==> src/rtl/dtmr_pkg.sv <==
package dtmr_pkg;
  localparam logic [1:0] MODE_OFF  = 2'b00;
  localparam logic [1:0] MODE_ONCE = 2'b01;
  localparam logic [1:0] MODE_LOOP = 2'b10;
  localparam logic [1:0] TMODE_DUAL = 2'b01;

  localparam int OFF_CNT0 = 'h10;
  localparam int OFF_PRD0 = 'h18;
  localparam int OFF_CTRL = 'h20;
  localparam int OFF_GCTL = 'h24;
  localparam int OFF_CMP  = 'h30;
  localparam int OFF_STAT = 'h44;

  localparam int MODE_LSB_LO = 6;
  localparam int MODE_LSB_HI = 22;

  function automatic int mode_lsb(input int idx);
    return (idx == 0) ? MODE_LSB_LO : MODE_LSB_HI;
  endfunction
endpackage

==> src/rtl/dtmr_half.sv <==
module dtmr_half import dtmr_pkg::*; #(
  parameter int W = 32
) (
  input  logic         clk,
  input  logic         rst,
  input  logic         rel_i,
  input  logic         run_ok_i,
  input  logic         cnt_we_i,
  input  logic         prd_we_i,
  input  logic         mode_we_i,
  input  logic [W-1:0] wdata_i,
  input  logic [1:0]   mode_wdata_i,
  output logic [W-1:0] cnt_o,
  output logic [W-1:0] prd_o,
  output logic [1:0]   mode_o,
  output logic         run_o,
  output logic         hit_o
);
  logic [W-1:0] cnt_q, prd_q;
  logic [1:0]   mode_q;
  logic         run, hit;

  assign run = rel_i && run_ok_i && (mode_q == MODE_ONCE || mode_q == MODE_LOOP);
  assign hit = run && (cnt_q == prd_q) && !cnt_we_i;

  always_ff @(posedge clk) begin
    if (rst || !rel_i) begin
      cnt_q <= '0;
    end else if (cnt_we_i) begin
      cnt_q <= wdata_i;
    end else if (run) begin
      if (hit) begin
        if (mode_q == MODE_LOOP) cnt_q <= '0;
      end else begin
        cnt_q <= cnt_q + 1'b1;
      end
    end
  end

  always_ff @(posedge clk) begin
    if (rst) begin
      prd_q  <= '0;
      mode_q <= MODE_OFF;
    end else begin
      if (prd_we_i) prd_q <= wdata_i;
      if (mode_we_i) mode_q <= mode_wdata_i;
      else if (hit && mode_q == MODE_ONCE) mode_q <= MODE_OFF;
    end
  end

  assign cnt_o  = cnt_q;
  assign prd_o  = prd_q;
  assign mode_o = mode_q;
  assign run_o  = run;
  assign hit_o  = hit;
endmodule

==> src/rtl/dtmr_evt.sv <==
module dtmr_evt #(
  parameter int N = 3
) (
  input  logic         clk,
  input  logic         rst,
  input  logic [N-1:0] hit_i,
  input  logic         clr_we_i,
  input  logic [N-1:0] clr_mask_i,
  output logic [N-1:0] evt_o,
  output logic [N-1:0] flag_o,
  output logic         irq_o
);
  logic [N-1:0] evt_q, flag_q, flag_d;
  logic         irq_q;

  always_comb begin
    flag_d = flag_q;
    if (clr_we_i) flag_d = flag_d & ~clr_mask_i;
    flag_d = flag_d | hit_i;
  end

  always_ff @(posedge clk) begin
    if (rst) begin
      evt_q  <= '0;
      flag_q <= '0;
      irq_q  <= 1'b0;
    end else begin
      evt_q  <= hit_i;
      flag_q <= flag_d;
      irq_q  <= |flag_d;
    end
  end

  assign evt_o  = evt_q;
  assign flag_o = flag_q;
  assign irq_o  = irq_q;
endmodule

==> src/rtl/dual_timer.sv <==
module dual_timer import dtmr_pkg::*; #(
  parameter int DW      = 32,
  parameter int AW      = 8,
  parameter bit HAS_CMP = 1'b1
) (
  input  logic          clk,
  input  logic          rst,
  input  logic [AW-1:0] bus_addr,
  input  logic          bus_wr,
  input  logic          bus_rd,
  input  logic [DW-1:0] bus_wdata,
  output logic [DW-1:0] bus_rdata,
  output logic          lo_evt,
  output logic          hi_evt,
  output logic          cmp_evt,
  output logic          irq
);
  localparam int NH  = 2;
  localparam int NEV = NH + 1;

  logic [1:0]    gctl_rel, gctl_mode;
  logic          run_ok;
  logic [DW-1:0] cnt_a [NH];
  logic [DW-1:0] prd_a [NH];
  logic [1:0]    mode_a[NH];
  logic [NH-1:0] hit, run, cnt_we, prd_we;
  logic          ctrl_we, gctl_we, cmp_we, stat_we;
  logic [DW-1:0] cmp_val;
  logic          cmp_hit;
  logic [NEV-1:0] evt, flag;
  logic [DW-1:0] rd_mux, ctrl_rd;

  assign ctrl_we = bus_wr && (bus_addr == AW'(OFF_CTRL));
  assign gctl_we = bus_wr && (bus_addr == AW'(OFF_GCTL));
  assign cmp_we  = bus_wr && (bus_addr == AW'(OFF_CMP));
  assign stat_we = bus_wr && (bus_addr == AW'(OFF_STAT));
  assign run_ok  = (gctl_mode == TMODE_DUAL);

  always_ff @(posedge clk) begin
    if (rst) begin
      gctl_rel  <= '0;
      gctl_mode <= '0;
    end else if (gctl_we) begin
      gctl_rel  <= bus_wdata[1:0];
      gctl_mode <= bus_wdata[3:2];
    end
  end

  for (genvar i = 0; i < NH; i++) begin : g_half
    localparam int ML = mode_lsb(i);
    assign cnt_we[i] = bus_wr && (bus_addr == AW'(OFF_CNT0 + 4*i));
    assign prd_we[i] = bus_wr && (bus_addr == AW'(OFF_PRD0 + 4*i));
    dtmr_half #(.W(DW)) u_half (
      .clk          (clk),
      .rst          (rst),
      .rel_i        (gctl_rel[i]),
      .run_ok_i     (run_ok),
      .cnt_we_i     (cnt_we[i]),
      .prd_we_i     (prd_we[i]),
      .mode_we_i    (ctrl_we),
      .wdata_i      (bus_wdata),
      .mode_wdata_i (bus_wdata[ML +: 2]),
      .cnt_o        (cnt_a[i]),
      .prd_o        (prd_a[i]),
      .mode_o       (mode_a[i]),
      .run_o        (run[i]),
      .hit_o        (hit[i])
    );
  end

  if (HAS_CMP) begin : g_cmp
    logic [DW-1:0] cmp_q;
    always_ff @(posedge clk) begin
      if (rst) cmp_q <= '0;
      else if (cmp_we) cmp_q <= bus_wdata;
    end
    assign cmp_val = cmp_q;
    assign cmp_hit = run[0] && (cnt_a[0] == cmp_q);
  end else begin : g_nocmp
    assign cmp_val = '0;
    assign cmp_hit = 1'b0;
  end

  dtmr_evt #(.N(NEV)) u_evt (
    .clk        (clk),
    .rst        (rst),
    .hit_i      ({cmp_hit, hit}),
    .clr_we_i   (stat_we),
    .clr_mask_i (bus_wdata[NEV-1:0]),
    .evt_o      (evt),
    .flag_o     (flag),
    .irq_o      (irq)
  );

  always_comb begin
    ctrl_rd = '0;
    ctrl_rd[MODE_LSB_LO +: 2] = mode_a[0];
    ctrl_rd[MODE_LSB_HI +: 2] = mode_a[1];
  end

  always_comb begin
    rd_mux = '0;
    if (bus_addr == AW'(OFF_CNT0))          rd_mux = cnt_a[0];
    else if (bus_addr == AW'(OFF_CNT0 + 4)) rd_mux = cnt_a[1];
    else if (bus_addr == AW'(OFF_PRD0))     rd_mux = prd_a[0];
    else if (bus_addr == AW'(OFF_PRD0 + 4)) rd_mux = prd_a[1];
    else if (bus_addr == AW'(OFF_CTRL))     rd_mux = ctrl_rd;
    else if (bus_addr == AW'(OFF_GCTL))     rd_mux = DW'({gctl_mode, gctl_rel});
    else if (bus_addr == AW'(OFF_CMP))      rd_mux = cmp_val;
    else if (bus_addr == AW'(OFF_STAT))     rd_mux = DW'(flag);
  end

  always_ff @(posedge clk) begin
    if (rst) bus_rdata <= '0;
    else if (bus_rd) bus_rdata <= rd_mux;
  end

  assign lo_evt  = evt[0];
  assign hi_evt  = evt[1];
  assign cmp_evt = evt[2];
endmodule

==> config.mk <==
export PLATFORM = sky130hd
export DESIGN_NAME = dual_timer
export DESIGN_NICKNAME = d
export VERILOG_FILES = /design/src/rtl/dtmr_pkg.sv /design/src/rtl/dtmr_half.sv /design/src/rtl/dtmr_evt.sv /design/src/rtl/dual_timer.sv
export SDC_FILE = /design/constraint.sdc
export NUM_CORES = 1
export LEC_CHECK = 0
export BUFFER_PORTS_ARGS = -buffer_cell sky130_fd_sc_hd__buf_2
export CAP_MARGIN = 20
export CORE_ASPECT_RATIO = 1.5
export CORE_MARGIN = 2
export CORE_UTILIZATION = 38
export DETAILED_ROUTE_END_ITERATION = 6
export GPL_TIMING_DRIVEN = 0
export MAX_ROUTING_LAYER = met4
export PLACE_DENSITY = 0.6
export SYNTH_ARGS = -nofsm -noshare
export SYNTH_HDL_FRONTEND = slang
export SYNTH_SLANG_ARGS = --single-unit
==> constraint.sdc <==
create_clock -name clk -period 7.3 [get_ports clk]
set_input_delay 1.095 -clock clk [delete_from_list [all_inputs] [get_ports clk]]
set_output_delay 1.095 -clock clk [all_outputs]
set_load 0.02 [all_outputs]
== Yosys cells after proc, flatten, opt, wreduce, memory -nomap -nowiden ==
Index checks and enable logic that the tools add are counted.

* Bits in writable memories: 0
* Register bits after elaboration: 207
* Memory bits (read-only): 0
* Logic and storage cells: 91
* Bits of input ports: 44
* Memories kept: 0
* Bits in latches: 0

* Div/mod/pow operators: 0
* Mux-type cells: 21
* Bitwise logic cells: 3
* Add/sub/neg operators: 2
* Shift-type cells: 0
* Order comparisons: 0
* Reduce and logical (&&, ||, !) cells: 34
* Multiply operators: 0
* Equal/unequal tests: 18

{| class="wikitable"
|+ Operators by type and width
! cell !! number
|-
| two-way mux 32 bit || 15
|-
| equality test 32 bit || 3
|-
| adder 32 x 1 -> 32 bit (second input constant) || 2
|-
| equality test 8 x 5 -> 1 bit (second input constant) || 4
|-
| equality test 8 x 6 -> 1 bit (second input constant) || 3
|-
| logical AND 1 bit || 19
|-
| equality test 8 x 7 -> 1 bit (second input constant) || 1
|-
| two-way mux 2 bit || 4
|-
| nonzero test 2 bit || 4
|-
| equality test 2 x 1 -> 1 bit (second input constant) || 3
|-
| two-way mux 3 bit || 2
|-
| != test 3 x 2 -> 1 bit (second input constant) || 2
|-
| equality test 2 bit (second input constant) || 2
|-
| logical NOT 1 bit || 4
|-
| logical OR 1 bit || 4
|-
| AND reduction 2 bit || 2
|-
| bitwise AND 3 bit || 1
|-
| inverter 3 bit || 1
|-
| OR 3 bit || 1
|-
| OR reduction 3 bit || 1
|}

== Logic depth before layout (Yosys ltp) ==
Gate-level depths: netlist (run 1).

* Word-level depth: 9
* Mapped depth: 11
* Mapped depth without buffers: 9

== Cells and area by module ==
From an unflattened synthesis (run 1), not the netlist that was laid out.

* Cells, all modules: 1548
* Area total of the unflattened synthesis: 12489.5 µm²

{| class="wikitable"
|+ By module, submodules not included
! module !! area an instance (µm²) !! times used !! cells an instance
|-
| dtmr_half || 3691.0 || 2 || 445
|-
| dual_timer || 4893.4 || 1 || 638
|-
| dtmr_evt || 214.0 || 1 || 20
|}

== Worst setup path after synthesis (run 1) ==
Ideal clock, no wire load.

* Path kind: input-to-reg
* Start: in bus_addr[4]
* End: reg g_half[1].u_half.cnt_q[5]
* Slack: 4.534 ns
* Cell stages on the path: 10
* Data required time: 7.220 ns
* Setup time: 0.080 ns
* Arrival time: 2.686 ns
* Cells stage by stage: buf_4 -> nor4b_4 -> and4b_1 -> buf_2 -> and2_1 -> buf_6 -> or2_1 -> clkbuf_1 -> o2111a_1 -> a211oi_2

* Word-level cells in the longest chain between the ends: 7
* Elaborated cells on any way between the ends: 10
* Those cells by class: eq/ne: 2; mux: 3; reduce/logical: 5

{| class="wikitable"
|+ RTL lines
! element !! RTL line !! source
|-
| start: declaration || dual_timer.sv:8 || <nowiki>input logic [AW-1:0] bus_addr,</nowiki>
|-
| equality test 8 x 5 -> 1 bit (*) || dual_timer.sv:51 || <nowiki>assign cnt_we[i] = bus_wr && (bus_addr == AW'(OFF_CNT0 + 4*i));</nowiki>
|-
| logical AND 1 bit (*) || dual_timer.sv:51 ||
|-
| logical NOT 1 bit || dtmr_half.sv:24 || <nowiki>assign hit = run && (cnt_q == prd_q) && !cnt_we_i;</nowiki>
|-
| logical AND 1 bit || dtmr_half.sv:24 ||
|-
| two-way mux 32 bit || dtmr_half.sv:32 || <nowiki>if (hit) begin</nowiki>
|-
| two-way mux 32 bit || dtmr_half.sv:31 || <nowiki>end else if (run) begin</nowiki>
|-
| two-way mux 32 bit || dtmr_half.sv:29 || <nowiki>end else if (cnt_we_i) begin</nowiki>
|-
| end signal: assignment || dtmr_half.sv:30 || <nowiki>cnt_q <= wdata_i;</nowiki>
|-
| end signal: assignment || dtmr_half.sv:35 || <nowiki>cnt_q <= cnt_q + 1'b1;</nowiki>
|-
| end: declaration || dtmr_half.sv:19 || <nowiki>logic [W-1:0] cnt_q, prd_q;</nowiki>
|}

Mark *: on every way between the ends. The rest lies on a longest branch, timed or not. The select of a mux whose other input is x is not followed.
A chain may end at the register's enable or synchronous reset.

== Worst setup path after layout (run 1) ==
* Start: reg g_half[0].u_half.mode_q[0]
* End: reg g_half[0].u_half.cnt_q[13]

* Word-level cells in the longest chain between the ends: 8
* Elaborated cells on any way between the ends: 12
* Those cells by class: eq/ne: 3; mux: 3; reduce/logical: 6

{| class="wikitable"
|+ RTL lines
! element !! RTL line !! source
|-
| start: declaration || dtmr_half.sv:20 || <nowiki>logic [1:0] mode_q;</nowiki>
|-
| start signal: assignment || dtmr_half.sv:46 || <nowiki>if (mode_we_i) mode_q <= mode_wdata_i;</nowiki>
|-
| equality test 2 x 1 -> 1 bit or equality test 2 bit (tied branches) || dtmr_half.sv:23, dtmr_half.sv:33 ||
|-
| logical OR 1 bit || dtmr_half.sv:23 || <nowiki>assign run = rel_i && run_ok_i && (mode_q == MODE_ONCE || mode_q == MODE_LOOP);</nowiki>
|-
| logical AND 1 bit || dtmr_half.sv:23 ||
|-
| logical AND 1 bit (2 in series) || dtmr_half.sv:24 ||
|-
| two-way mux 32 bit || dtmr_half.sv:32 ||
|-
| two-way mux 32 bit || dtmr_half.sv:31 ||
|-
| two-way mux 32 bit || dtmr_half.sv:29 ||
|-
| end signal: assignment || dtmr_half.sv:30 ||
|-
| end signal: assignment || dtmr_half.sv:35 ||
|-
| end: declaration || dtmr_half.sv:19 ||
|}

Parallel ways exist; a longest one is shown, timed or not. The select of a mux whose other input is x is not followed.

==> results.py, run 1 <==
metrics = {
    "run_status": {
        "status": "complete, no violations",
    },
    "global_route": {
        "grt_pass1_wl_mm": 72.84,
        "grt_max_degree": 14,
        "antenna_found_initial": 0,
        "grt_pass1_vias": 11550,
        "gr-usage-all-layers": 0.3155,
        "grt_overflow": 0,
    },
    "power_and_ir_drop": {
        "vdd_drop_max_mv": 0.1593,
        "powerDensity_mw_per_mm2": 189.4,
        "p_leak_nw": 5.235,
        "p_total_mw": 2.504,
    },
    "clock_tree": {
        "cts_hold_buf": 0,
        "insertion_delay_ps": 550,
        "path_clk_slew_ps": 60,
        "ctsHtreeMaxLevel": 1,
        "cts_buffers": 23,
        "cts_resized": 0,
        "cts.sinks": 207,
        "cts_buffer_depth": 3,
        "cts_tree": "built",
        "cts_root_buffer": "clkbuf_16",
        "post_cts_buffers": 0,
    },
    "logic_synthesis": {
        "syn_nets": 1543,
        "yosys-top-cells-count": "nand2_1, dfxtp_1, a21oi_1, xor2_1, nand3_1",
        "async_flop_share": 0,
        "synth_top_area_cell": "dfxtp_1",
        "ys_types": 81,
        "synth_edf_count": 0,
        "yosys_most_used_dff": "dfxtp_1",
        "yosysSeqAreaShare": 0.3582,
        "ys_top_cells_by_area": "dfxtp_1, nand2_1, a21oi_1, xor2_1, nand3_1",
        "synth_cells": 1493,
        "synth_top_area_share": 0.3582,
        "avgSynthCellArea_um2": 7.749,
        "synth.most_common_cell": "nand2_1",
        "syn-cell-area_mm2": 0.01157,
        "ys_ff_latch": 207,
        "yosys_warnings": 0,
    },
    "floorplanning": {
        "coreArea_mm2": 0.03016,
        "initial_core_util": 0.3836,
        "design.die.area_mm2": 0.03188,
        "die_h_um": 217.7,
        "fp-row-count": 78,
        "boundaryPins": 80,
        "die_w_um": 146.5,
    },
    "sta": {
        "fin_setup_tns_ps": 0,
        "fin_ws_ps": 4061,
        "relSlewSlack": 0.3487,
        "period_share": 0.4436,
        "fin_worst_skew_ps": 24.18,
        "holdWs_ps": 478.7,
        "setup_viol": 0,
        "fin_crit_ps": 3239,
        "hold_viol": 0,
        "fmax_ghz": 0.3088,
        "finalMaxSlewViolations": 0,
        "worst_slew_pin_slew_ps": 973.3,
        "rsz0062_at_grt": "no",
    },
    "critical_path": {
        "r2r_slack_ps": 4060,
        "crit_arrival_ps": 3640,
        "r2r_end": "g_half[0].u_half.cnt_o[13]",
        "crit_fanout": 10,
        "crit_required_ps": 7700,
        "critPathLaunchType": "flop",
        "crit_path_end_kind": "flop",
        "r2r_cells": 10,
        "crit_type": "flop to flop",
        "r2r_start": "g_half[0].u_half.mode_o[0]",
    },
    "finish": {
        "syn_to_final_growth_pct": 14.28,
        "drive_gt1_frac": 0.1217,
        "final_cell_area_mm2": 0.01322,
        "nets": 1646,
        "instances_no_fill": 2011,
        "fin_util": 0.4384,
        "nFillCells": 3092,
        "multi_input_area_mm2": 0.006740,
        "seqCellArea_mm2": 0.004144,
        "antenna_cells": 0,
    },
    "hold_path": {
        "min_path_type": "flop to flop",
        "hold_end": "bus_rdata[21]",
        "whs_path_depth": 2,
        "hp-start": "bus_rdata[21]",
    },
    "routing": {
        "vias_per_cell": 5.969,
        "met3WireLength_mm": 3.016,
        "via_count": 12000,
        "met1_length_mm": 18.18,
        "ant_nets": 0,
        "highest_layer": "met4",
        "post-route-drc-count": 0,
        "routed_wl_mm": 50.08,
        "wl_met2_mm": 25.10,
        "wl_per_cell_um": 24.90,
        "first_pass_iters": 7,
        "initialDrtViolationCount": 963,
    },
    "place": {
        "dpl.cell_count": 1970,
        "place_hpwl_mm": 39.76,
        "place_ws_ps": 3748,
        "routabilityCongestion": 1.037,
        "post_dp_cell_area_mm2": 0.01245,
        "port_buffers": 76,
    },
    "job": {
        "maxCapViolCount": 0,
    },
}
cell type report:
cell class,count,area share
buffer,139,0.04978
clock buffer,31,0.04959
clock inverter,9,0.007950
inverter,7,0.001988
multi-input combinational,1140,0.5098
sequential,207,0.3135
tap,400,0.03786
timing repair buffer,78,0.02953
flip-flops by register name, summed over array words and instances, names as in the netlist:
signal and count:
cmp_val 32, u_evt.flag_o 3, gctl_mode 2, u_evt.irq_o 1, g_half.u_half.prd_o 64, g_half.u_half.cnt_o 64
bus_rdata 32, gctl_rel 2, u_evt.evt_o 3, g_half.u_half.mode_o 4
layer usage:
| metal | global-route usage | vias up |
|---|---|---|
| li1 | - | 5571 |
| met1 | 0.3383 | 5742 |
| met2 | 0.5544 | 543 |
| met3 | 0.02824 | 148 |
| met4 | 0.2113 | 0 |
| met5 | - | - |
worst max path at each step:
stage,from,end,cells past startpoint
after floorplan,bus_addr[4],g_half[1].u_half.cnt_o[5],10
after global placement,bus_addr[5],g_half[1].u_half.cnt_o[1],9
after detailed placement,bus_addr[1],bus_rdata[31],8
after CTS,g_half[0].u_half.mode_o[0],g_half[0].u_half.cnt_o[13],10
after global routing,g_half[0].u_half.mode_o[0],g_half[0].u_half.cnt_o[13],10
final,g_half[0].u_half.mode_o[0],g_half[0].u_half.cnt_o[13],10
placed cells by master, fill, tap and decap left out, drive strengths merged, types with 34 or more instances in the layout:
master  instances
nand2         262
o21ai          80
nor2           67
nand3          88
dfxtp         207
clkbuf        112
nor4           35
mux2i          34
a21oi         171
buf           135
xor2           88
nor3           45
kinds of logic after synthesis:
kind of cell	Yosys count	synth area share
flops	207	0.3582
simple gates	579	0.2406
fa+ha+maj	6	0.006489
compound gates	411	0.2228
xor+xnor	110	0.08328
buf+inv	146	0.05916
mux	34	0.02942
power by group:
part           internal (mW)  switching [mW]  total (mW)
clock                  0.700           0.513        1.21
combinational         0.0402           0.107       0.147
sequential              1.14         0.00583        1.14
worst max-delay path: stages (launching register included):
cell and delay, ps:
dfxtp_1 380, inv_1 60, ha_1 300, nand4bb_1 470
nor4_1 380, nand4_1 150, nor3_2 530, nor2_1 280
buf_2 280, a22oi_1 170, a21oi_1 100
(Power assumes the default switching activity.)
==> inputs of run 2 (changes only) <==
==> constraint.sdc (replaced) <==
create_clock -name clk -period 3.1 [get_ports clk]
set_input_delay 0.465 -clock clk [delete_from_list [all_inputs] [get_ports clk]]
set_output_delay 0.465 -clock clk [all_outputs]
set_load 0.02 [all_outputs]
==> run 2 against run 1 <==
First-iteration DRC count rose by 3.6%. Cell count barely moved. Sequential power is 140% higher. Critical endpoint is now g_half[1].u_half.cnt_o[30]. Register-to-register slack worse by 4000 ps. Flip-flop and latch count unchanged. Core utilization grew 0.19 points. Sequential share of layout area shrank 0.13 points. Combinational power is 140% higher. Clock-buffer cell count did not move. Clock skew decreased by 3.2 ps. Critical path depth down 1. Largest cell class unchanged. Hold slack got worse by 230 ps. Critical path type unchanged.
==> results.py, run 2 (synthesis gave the netlist of run 1 again) <==
metrics = {
    "critical_path": {
        "cp_common_cell": "buf_2",
        "r2r_slack_ps": 70,
        "r2r_start": "g_half[1].u_half.cnt_o[19]",
        "crit_path_cell_trace": "xor2_1 -> nor4_1 -> nand4_1 -> nor3_1 -> buf_2 -> nor2_1 -> buf_2 -> a22oi_1 -> a21oi_1",
        "critPathLaunchType": "flop",
        "crit_type": "flop to flop",
        "crit_required_ps": 3520,
        "r2r_end": "g_half[1].u_half.cnt_o[30]",
        "max_stage_delay_ps": 520,
        "crit_family": "simple AND/OR/NAND/NOR gates",
        "crit_arrival_ps": 3450,
        "crit_path_end_kind": "flop",
        "r2r_cells": 9,
        "slowest_stage": "dfxtp_1",
        "cp.buffers_inverters": 2,
        "crit_fanout": 10,
    },
    "routing": {
        "via_count": 11990,
        "ant_nets": 0,
        "first_pass_iters": 5,
        "vias_per_cell": 5.960,
        "initialDrtViolationCount": 998,
        "wl_per_cell_um": 24.90,
        "post-route-drc-count": 0,
        "routed_wl_mm": 50.09,
    },
    "sta": {
        "relSlewSlack": 0.3311,
        "period_share": 0.9777,
        "fmax_ghz": 0.3299,
        "setup_viol": 0,
        "finalMaxSlewViolations": 0,
        "fin_crit_ps": 3031,
        "hold_viol": 0,
        "worst_slew_pin_slew_ps": 999.7,
        "fin_worst_skew_ps": 20.97,
        "holdWs_ps": 247.3,
    },
    "finish": {
        "final_common_cell": "nand2_1",
        "nets": 1647,
        "nFillCells": 3084,
        "mostFrequentLayoutCells": "nand2_1, dfxtp_1, a21oi_1",
        "syn_to_final_growth_pct": 14.76,
        "antenna_cells": 0,
        "instances_no_fill": 2012,
        "drive_gt1_frac": 0.1253,
    },
    "power_and_ir_drop": {
        "p_sw_mw": 1.478,
        "power.share.combinational": 0.059,
        "swShare": 0.2504,
        "p_total_mw": 5.901,
        "clkPwrFrac": 0.485,
        "powerDensity_mw_per_mm2": 444.5,
        "p_int_mw": 4.424,
        "p_leak_nw": 5.249,
        "pwr-share-seq": 0.457,
        "vdd_drop_max_mv": 0.3769,
    },
    "place": {
        "routabilityCongestion": 1.037,
        "place_hpwl_mm": 39.76,
        "dpl.cell_count": 1970,
        "port_buffers": 76,
    },
    "floorplanning": {
        "die_w_um": 146.5,
        "boundaryPins": 80,
        "coreArea_mm2": 0.03016,
        "fp-row-count": 78,
        "initial_core_util": 0.3836,
        "design.die.area_mm2": 0.03188,
        "die_h_um": 217.7,
    },
    "clock_tree": {
        "insertion_delay_ps": 550,
        "cts_root_buffer": "clkbuf_16",
        "cts_tree": "built",
        "path_clk_slew_ps": 60,
        "cts.sinks": 207,
        "cts_buffers": 23,
        "ctsHtreeMaxLevel": 1,
        "cts_buffer_depth": 3,
    },
    "global_route": {
        "grt_pass1_vias": 11550,
        "grt_max_degree": 14,
        "grt_pass1_wl_mm": 72.79,
        "gr-usage-all-layers": 0.3153,
        "grt_overflow": 0,
        "antenna_found_initial": 0,
    },
    "hold_path": {
        "hold_end": "cmp_val[31]",
        "hp-start": "bus_wdata[31]",
        "whs_path_depth": 3,
        "min_path_type": "primary input to flop",
    },
    "run_status": {
        "status": "complete, no violations",
    },
    "job": {
        "maxCapViolCount": 0,
    },
}
run 2: cell count changes in the layout (fill, tap and decap cells not counted), sizes merged:
cell / previous run / this run
buf: 135 / 136
run 2: worst max-delay path by stage:
| stage | depth (start not counted) | endpoint | slack, ps | start |
|---|---|---|---|---|
| 3_5_place_dp | 10 | g_half[0].u_half.cnt_o[13] | -60 | g_half[0].u_half.mode_o[0] |
| 4_1_cts | 10 | g_half[0].u_half.cnt_o[6] | 110 | g_half[0].u_half.mode_o[0] |
| 2_1_floorplan | 10 | g_half[0].u_half.cnt_o[12] | 780 | g_half[0].u_half.mode_o[0] |
| 5_1_grt | 9 | g_half[0].u_half.cnt_o[6] | -1 | g_half[0].u_half.cnt_o[27] |
| 3_3_place_gp | 8 | u_evt.irq_o | -290 | g_half[0].u_half.mode_o[0] |
| 6_report | 9 | g_half[1].u_half.cnt_o[30] | 70 | g_half[1].u_half.cnt_o[19] |
run 2: cell type report:
cell class / count / area (um2) / share of cell area
multi-input cells: 1140 / 6788 / 0.5113
flip-flops and latches: 207 / 4144 / 0.3121
plain buffers: 139 / 659.4 / 0.04967
clock buffers: 31 / 655.6 / 0.04938
well taps: 400 / 500.5 / 0.03770
repair buffers: 79 / 397.9 / 0.02997
clock inverters: 9 / 105.1 / 0.007916
inverters: 7 / 26.28 / 0.001979
run 2: through the flow:
step	cell area (um2)	setup TNS, ps	worst slack (ps)	utilization
floorplan	11570	0	781.7	-
global placement	12450	-780.2	-287.5	0.4128
detailed placement	12450	-241.6	-59.98	0.4130
CTS	13230	0	106.5	0.4388
global route	13280	-1.216	-1.216	0.4403
finish	13280	0	69.13	0.4403
run 2: tightest hold or removal path, cell delays in order:
cell and delay [ps]:
buf_2 160, nand2_1 70, a21oi_1 50
run 2: power groups by stage:
stage,Clock [mW],Combinational (mW),Sequential (mW)
after floorplan,0,0.135,2.78
after global placement,0,0.338,2.75
after detailed placement,0,0.338,2.75
after CTS,2.88,0.339,2.69
after global routing,2.97,0.360,2.70
final,2.86,0.346,2.69
run 2: routing by layer:
layer,share of wire,global-route usage
met2,0.50,0.5547
met5,0,-
met1,0.37,0.3381
met4,0.073,0.2097
met3,0.058,0.02824
run 2: what timing repair did:
| action | in CTS | in global routing |
|---|---|---|
| pin swaps | 0 | 1 |
| buffers inserted | 0 | 1 |
| hold buffers | 0 | 0 |
| resized for setup | 3 | 6 |
| setup endpoints to repair | 13 | 24 |
